$ cat src/rtl/sfifo_pkg.sv
package sfifo_pkg;
  typedef enum logic [1:0] {ACT_HOLD = 2'd0, ACT_STOP = 2'd1, ACT_WRAP = 2'd2} act_e;

  localparam logic [2:0] MC_HOLD      = 3'b000;
  localparam logic [2:0] MC_STOP      = 3'b001;
  localparam logic [2:0] MC_WRAP2STOP = 3'b011;
  localparam logic [2:0] MC_HOLD2WRAP = 3'b100;
  localparam logic [2:0] MC_WRAP      = 3'b110;

  function automatic act_e decode_act(logic [2:0] code, logic trig_eff);
    case (code)
      MC_STOP:      return ACT_STOP;
      MC_WRAP:      return ACT_WRAP;
      MC_WRAP2STOP: return trig_eff ? ACT_STOP : ACT_WRAP;
      MC_HOLD2WRAP: return trig_eff ? ACT_WRAP : ACT_HOLD;
      default:      return ACT_HOLD;
    endcase
  endfunction

  function automatic int unsigned ptr_wrap(int unsigned p, int unsigned depth);
    return (p == depth - 1) ? 0 : p + 1;
  endfunction

  function automatic int unsigned count_next(int unsigned c, logic add, logic sub);
    return c + (add ? 1 : 0) - (sub ? 1 : 0);
  endfunction
endpackage

$ cat src/rtl/sfifo_mode_ctrl.sv
module sfifo_mode_ctrl
  import sfifo_pkg::*;
(
  input  logic       clk,
  input  logic       rst_n,
  input  logic [2:0] mode_code,
  input  logic       trig,
  output act_e       act
);
  logic [2:0] mode_q;
  logic       trig_seen;
  logic       mode_chg;
  logic       trig_eff;

  assign mode_chg = (mode_code != mode_q);
  assign trig_eff = trig_seen & ~mode_chg;
  assign act      = decode_act(mode_code, trig_eff);

  always_ff @(posedge clk or negedge rst_n) begin
    if (!rst_n) begin
      mode_q    <= MC_HOLD;
      trig_seen <= 1'b0;
    end else begin
      mode_q    <= mode_code;
      trig_seen <= mode_chg ? 1'b0 : (trig_seen | trig);
    end
  end
endmodule

$ cat src/rtl/sfifo_lane.sv
module sfifo_lane #(
  parameter int DW    = 16,
  parameter int DEPTH = 32,
  localparam int AW   = $clog2(DEPTH)
) (
  input  logic          clk,
  input  logic          we,
  input  logic [AW-1:0] waddr,
  input  logic [DW-1:0] wdata,
  input  logic [AW-1:0] raddr,
  output logic [DW-1:0] rdata
);
  logic [DW-1:0] mem [DEPTH];

  always_ff @(posedge clk) begin
    if (we) mem[waddr] <= wdata;
  end

  assign rdata = mem[raddr];
endmodule

$ cat src/rtl/sfifo_ptr_ctrl.sv
module sfifo_ptr_ctrl
  import sfifo_pkg::*;
#(
  parameter int DEPTH = 32,
  localparam int AW   = $clog2(DEPTH),
  localparam int CW   = $clog2(DEPTH + 1)
) (
  input  logic          clk,
  input  logic          rst_n,
  input  act_e          act,
  input  logic          wr_stb,
  input  logic          rd_stb,
  output logic [AW-1:0] wptr,
  output logic [AW-1:0] rptr,
  output logic [CW-1:0] count,
  output logic          ovr_flag,
  output logic          push_ok,
  output logic          pop_ok,
  output logic          overwrite
);
  logic hold_now, at_full, has_room;

  assign hold_now  = (act == ACT_HOLD);
  assign at_full   = (count == CW'(DEPTH));
  assign pop_ok    = ~hold_now & rd_stb & (count != '0);
  assign has_room  = ~at_full | pop_ok;
  assign push_ok   = ~hold_now & wr_stb & (has_room | (act == ACT_WRAP));
  assign overwrite = push_ok & ~has_room;

  always_ff @(posedge clk or negedge rst_n) begin
    if (!rst_n) begin
      wptr     <= '0;
      rptr     <= '0;
      count    <= '0;
      ovr_flag <= 1'b0;
    end else if (hold_now) begin
      wptr     <= '0;
      rptr     <= '0;
      count    <= '0;
      ovr_flag <= 1'b0;
    end else begin
      if (push_ok) wptr <= AW'(ptr_wrap(int'(wptr), DEPTH));
      if (pop_ok | overwrite) rptr <= AW'(ptr_wrap(int'(rptr), DEPTH));
      count <= CW'(count_next(int'(count), push_ok, pop_ok | overwrite));
      if (overwrite) ovr_flag <= 1'b1;
    end
  end
endmodule

$ cat src/rtl/sixch_sample_fifo.sv
module sixch_sample_fifo
  import sfifo_pkg::*;
#(
  parameter int DW    = 16,
  parameter int NCH   = 6,
  parameter int DEPTH = 32,
  localparam int AW   = $clog2(DEPTH),
  localparam int CW   = $clog2(DEPTH + 1)
) (
  input  logic              clk,
  input  logic              rst_n,
  input  logic [2:0]        mode_code,
  input  logic              trig,
  input  logic              wr_stb,
  input  logic [NCH*DW-1:0] wr_data,
  input  logic              rd_stb,
  output logic [NCH*DW-1:0] rd_data,
  input  logic [CW-1:0]     thr_level,
  input  logic              thr_irq_en,
  input  logic              ovr_irq_en,
  output logic [CW-1:0]     count,
  output logic              empty,
  output logic              full,
  output logic              thr_flag,
  output logic              ovr_flag,
  output logic              irq
);
  act_e          act;
  logic [AW-1:0] wptr, rptr;
  logic          push_ok, pop_ok, overwrite;
  logic          act_hold, act_stop, act_wrap;

  assign act_hold = (act == ACT_HOLD);
  assign act_stop = (act == ACT_STOP);
  assign act_wrap = (act == ACT_WRAP);

  sfifo_mode_ctrl mode_i (
    .clk(clk), .rst_n(rst_n), .mode_code(mode_code), .trig(trig), .act(act)
  );

  sfifo_ptr_ctrl #(.DEPTH(DEPTH)) ptr_i (
    .clk(clk), .rst_n(rst_n), .act(act), .wr_stb(wr_stb), .rd_stb(rd_stb),
    .wptr(wptr), .rptr(rptr), .count(count), .ovr_flag(ovr_flag),
    .push_ok(push_ok), .pop_ok(pop_ok), .overwrite(overwrite)
  );

  for (genvar c = 0; c < NCH; c++) begin : g_lane
    sfifo_lane #(.DW(DW), .DEPTH(DEPTH)) lane_i (
      .clk(clk), .we(push_ok), .waddr(wptr),
      .wdata(wr_data[c*DW +: DW]), .raddr(rptr),
      .rdata(rd_data[c*DW +: DW])
    );
  end

  assign empty    = (count == '0);
  assign full     = (count == CW'(DEPTH));
  assign thr_flag = (count >= thr_level);
  assign irq      = (thr_irq_en & thr_flag) | (ovr_irq_en & ovr_flag);
endmodule

$ cat config.mk
export PLATFORM = sky130hd
export DESIGN_NAME = sixch_sample_fifo
export DESIGN_NICKNAME = d
export VERILOG_FILES = /design/src/rtl/sfifo_pkg.sv /design/src/rtl/sfifo_mode_ctrl.sv /design/src/rtl/sfifo_lane.sv /design/src/rtl/sfifo_ptr_ctrl.sv /design/src/rtl/sixch_sample_fifo.sv
export SDC_FILE = /design/constraint.sdc
export NUM_CORES = 2
export LEC_CHECK = 0
export BUFFER_PORTS_ARGS = -buffer_cell sky130_fd_sc_hd__buf_2
export CORE_ASPECT_RATIO = 1.2
export CORE_MARGIN = 5
export CORE_UTILIZATION = 39
export CTS_CLUSTER_DIAMETER = 60
export CTS_CLUSTER_SIZE = 25
export DETAILED_ROUTE_END_ITERATION = 10
export GPL_TIMING_DRIVEN = 0
export PLACE_DENSITY_LB_ADDON = 0.05
export SETUP_SLACK_MARGIN = 0.05
export SYNTH_ARGS = -nofsm -noshare
export SYNTH_HDL_FRONTEND = slang
export SYNTH_HIERARCHICAL = 1
export SYNTH_SLANG_ARGS = --single-unit
$ cat constraint.sdc
create_clock -name clk -period 3.8 [get_ports clk]
set_input_delay 0 -clock clk [delete_from_list [all_inputs] [get_ports clk]]
set_output_delay 0 -clock clk [all_outputs]
set_load 0.02 [all_outputs]
==> impl_metrics.sql <==
INSERT INTO impl_metrics (metric_group, metric, value, unit) VALUES
('status', 'status', 'finished clean', ''),
('timing', 'ratio_of_final_minimum_period_to_clock_period', '97.30', '%'),
('finish', 'fin_area', '143400', 'µm²'),
('global_route', 'grt_first_pass_wirelength', '481.7', 'mm'),
('route', 'vias_after_detailed_routing', '64277', ''),
('finish', 'area_growth', '16.78', '%'),
('route', 'drt_iter0_drc', '4757', ''),
('job', 'drv_cap', '0', ''),
('power_and_ir_drop', 'peakVddDrop', '0.0004400', 'V'),
('floorplanning', 'placement_rows', '225', ''),
('timing', 'time_the_worst_path_needs_with_i_o_delays_and_setup', '3.697', 'ns'),
('worst_hold_path', 'timing.hold.worst.class', 'primary input to flip-flop', ''),
('synth', 'postSynthNetCount', '7049', ''),
('synth', 'yosys_warning_total', '6', ''),
('timing', 'timing.final.hold_violations', '0', ''),
('finish', 'layout.cells.most_common_list', '3072 x sky130_fd_sc_hd__edfxtp_1, 1536 x sky130_fd_sc_hd__mux2i_1, 383 x sky130_fd_sc_hd__a22oi_1', ''),
('clock_tree', 'htree_levels', '4', ''),
('finish', 'final_core_util', '45.77', '%'),
('clock_tree', 'path_clk_slew', '0.08', 'ns'),
('floorplanning', 'core_region_area', '313300', 'µm²'),
('timing', 'max_slew.worst_pin.slew', '1.031', 'ns'),
('clock_tree', 'clock-root-buffer', 'sky130_fd_sc_hd__clkbuf_16', ''),
('clock_tree', 'ctsLongestPathBuffers', '4', ''),
('worst_setup_path', 'crit_fanout', '20', ''),
('power_and_ir_drop', 'power-per-cell-area', '481.5', 'nW/µm²'),
('worst_setup_path', 'crit_arrival', '3.70', 'ns'),
('timing', 'timing.max_slew.rel_slack', '31.07', '%'),
('clock_tree', 'numCtsBuffers', '222', ''),
('timing', 'timing.setup.tns', '0', 'ns'),
('global_route', 'antenna_found_initial', '6', ''),
('timing', 'fin_skew', '0.05549', 'ns'),
('route', 'route.detailed.drc', '0', ''),
('route', 'route.layer.met1.wl', '142.5', 'mm'),
('placed_design', 'post-place-ws', '-1.130', 'ns'),
('synth', 'synth.cell_area', '122800', 'µm²'),
('global_route', 'first_global_vias', '65635', ''),
('floorplanning', 'die_h', '624.7', 'µm'),
('synth', 'avgSynthCellArea', '17.76', 'µm²'),
('placed_design', 'port_buffers', '218', ''),
('timing', 'grt_setup_unrepaired', 'false', ''),
('placed_design', 'hpwlAfterDp', '219.9', 'mm'),
('route', 'detail_route.vias_per_cell', '5.312', ''),
('floorplanning', 'floorplan.initialDensity', '39.20', '%'),
('worst_setup_path', 'critical_path_start_type', 'flip-flop', ''),
('finish', 'mostFrequentLayoutCell', 'sky130_fd_sc_hd__edfxtp_1', ''),
('global_route', 'grt.total_usage', '20.19', '%'),
('synth', 'synth_cells', '6917', ''),
('placed_design', 'gpl.final_weighted_congestion', '0.8065', ''),
('clock_tree', 'worstSkewPairLatency', '0.90', 'ns'),
('worst_setup_path', 'critPathRequiredTime', '3.80', 'ns'),
('route', 'drt.antenna.violating_nets', '0', ''),
('worst_setup_path', 'critPathKind', 'flip-flop to output port', ''),
('route', 'top_layer', 'met4', ''),
('route', 'routed_wirelength', '337.6', 'mm'),
('global_route', 'gr-total-overflow', '0', ''),
('timing', 'peak_clock_frequency_supported_by_timing', '0.2705', 'GHz'),
('global_route', 'grt_start_max_net_pins', '33', ''),
('finish', 'post_route_cells_drive_above_1_share', '19.53', '%'),
('route', 'wl_met2', '174.7', 'mm'),
('timing', 'setup_ws', '0.1026', 'ns'),
('clock_tree', 'clock-sinks', '3093', ''),
('timing', 'finalSetupViolCount', '0', ''),
('route', 'wl_met3', '12.54', 'mm'),
('timing', 'number_of_pins_exceeding_their_max_slew_limit_in_the_final_report', '0', ''),
('power_and_ir_drop', 'leakage', '43.49', 'nW'),
('clock_tree', 'clock_tree_from_tritoncts', 'done', ''),
('route', 'drt_first_pass_iters', '5', ''),
('finish', 'fillCellCount', '27117', ''),
('floorplanning', 'io-pin-count', '219', ''),
('floorplanning', 'floorplan.die.width', '522.3', 'µm'),
('worst_setup_path', 'timing.critical_path.to_type', 'output port', ''),
('finish', 'layout.nets', '7839', ''),
('placed_design', 'postPlaceCellArea', '131800', 'µm²'),
('route', 'post_drt_wl_per_cell', '27.90', 'µm'),
('floorplanning', 'floorplan.die_area', '326300', 'µm²'),
('timing', 'tightest_hold_margin', '0.1562', 'ns');
[layout make-up]
| type | instances | area, µm² | area share [%] |
|---|---|---|---|
| multi-input cells | 3402 | 28300 | 19.73 |
| flip-flops and latches | 3093 | 92810 | 64.71 |
| plain buffers | 399 | 3291 | 2.294 |
| diodes | 9 | 22.52 | 0.01570 |
| repair buffers | 571 | 5725 | 3.992 |
| inverters | 18 | 67.56 | 0.04711 |
| well taps | 4199 | 5254 | 3.663 |
| clock inverters | 178 | 2266 | 1.580 |
| clock buffers | 231 | 5695 | 3.971 |
[per-stage QoR]
| step | total power [mW] | cells |
|---|---|---|
| final | 69.05 | 12100 |
| after global routing | 71.60 | 12093 |
| after CTS | 70.05 | 12081 |
| after detailed placement | 43.83 | 11474 |
| after global placement | 43.74 | 11334 |
| after floorplan | 41.68 | 6917 |
[critical path, cell delays in order, from the launching register on]
cell and delay (ns):
sky130_fd_sc_hd__dfrtp_4 0.60, sky130_fd_sc_hd__buf_12 0.23, sky130_fd_sc_hd__nor2b_1 0.15, sky130_fd_sc_hd__buf_4 0.22, sky130_fd_sc_hd__buf_2 0.40, sky130_fd_sc_hd__a22oi_1 0.21
sky130_fd_sc_hd__a31oi_1 0.48, sky130_fd_sc_hd__nand3_1 0.25, sky130_fd_sc_hd__buf_2 0.23
[flip-flops by register name, summed over array words and instances, names as in the netlist]
name               count
g_lane.lane_i/mem   3072
ptr_i/count            6
ptr_i/rptr             5
ptr_i/wptr             5
mode_i/mode_q          3
mode_i/trig_seen       1
ptr_i/ovr_flag         1
[power breakdown]
| group | internal, mW | switching [mW] | total, mW |
|---|---|---|---|
| clock | 12.2 | 13.7 | 25.9 |
| sequential | 37.6 | 0.0680 | 37.6 |
| combinational | 2.15 | 3.39 | 5.54 |
| total | 51.9 | 17.1 | 69.1 |
[routing by layer]
metal,up-vias,track usage [%]
li1,29254,-
met1,33482,26.26
met2,1166,36.19
met3,375,2.475
met4,0,4.434
met5,-,0
[repair_timing]
action | in CTS | in global routing
setup buffers | 92 | 11
hold buffers | 110 | 0
setup endpoints to repair | 3166 | 189
gates resized for setup | 230 | 18
hold endpoints to repair | 3110 | 0
cloned | 1 | 0
pin swaps | 56 | 4
[path summary, 6_finish.rpt]
path,start,cells after the start,end,slack (ns)
max in group asynchronous,rst_n,3,ptr_i/rptr[0]$_DFFE_PN0P_,2.70
hold reg to reg,ptr_i/ovr_flag$_DFFE_PN0P_,1,ptr_i/ovr_flag$_DFFE_PN0P_,0.58
setup / recovery,ptr_i/rptr[1]$_DFFE_PN0P_,8,rd_data[66],0.10
hold / removal,rd_stb,5,ptr_i/rptr[1]$_DFFE_PN0P_,0.16
setup reg to reg,mode_i/mode_q[2]$_DFF_PN0_,16,ptr_i/count[4]$_DFF_PN0_,0.30
min in group asynchronous,rst_n,3,mode_i/mode_q[2]$_DFF_PN0_,0.34
Note: power is estimated with default switching activity, not from simulation.
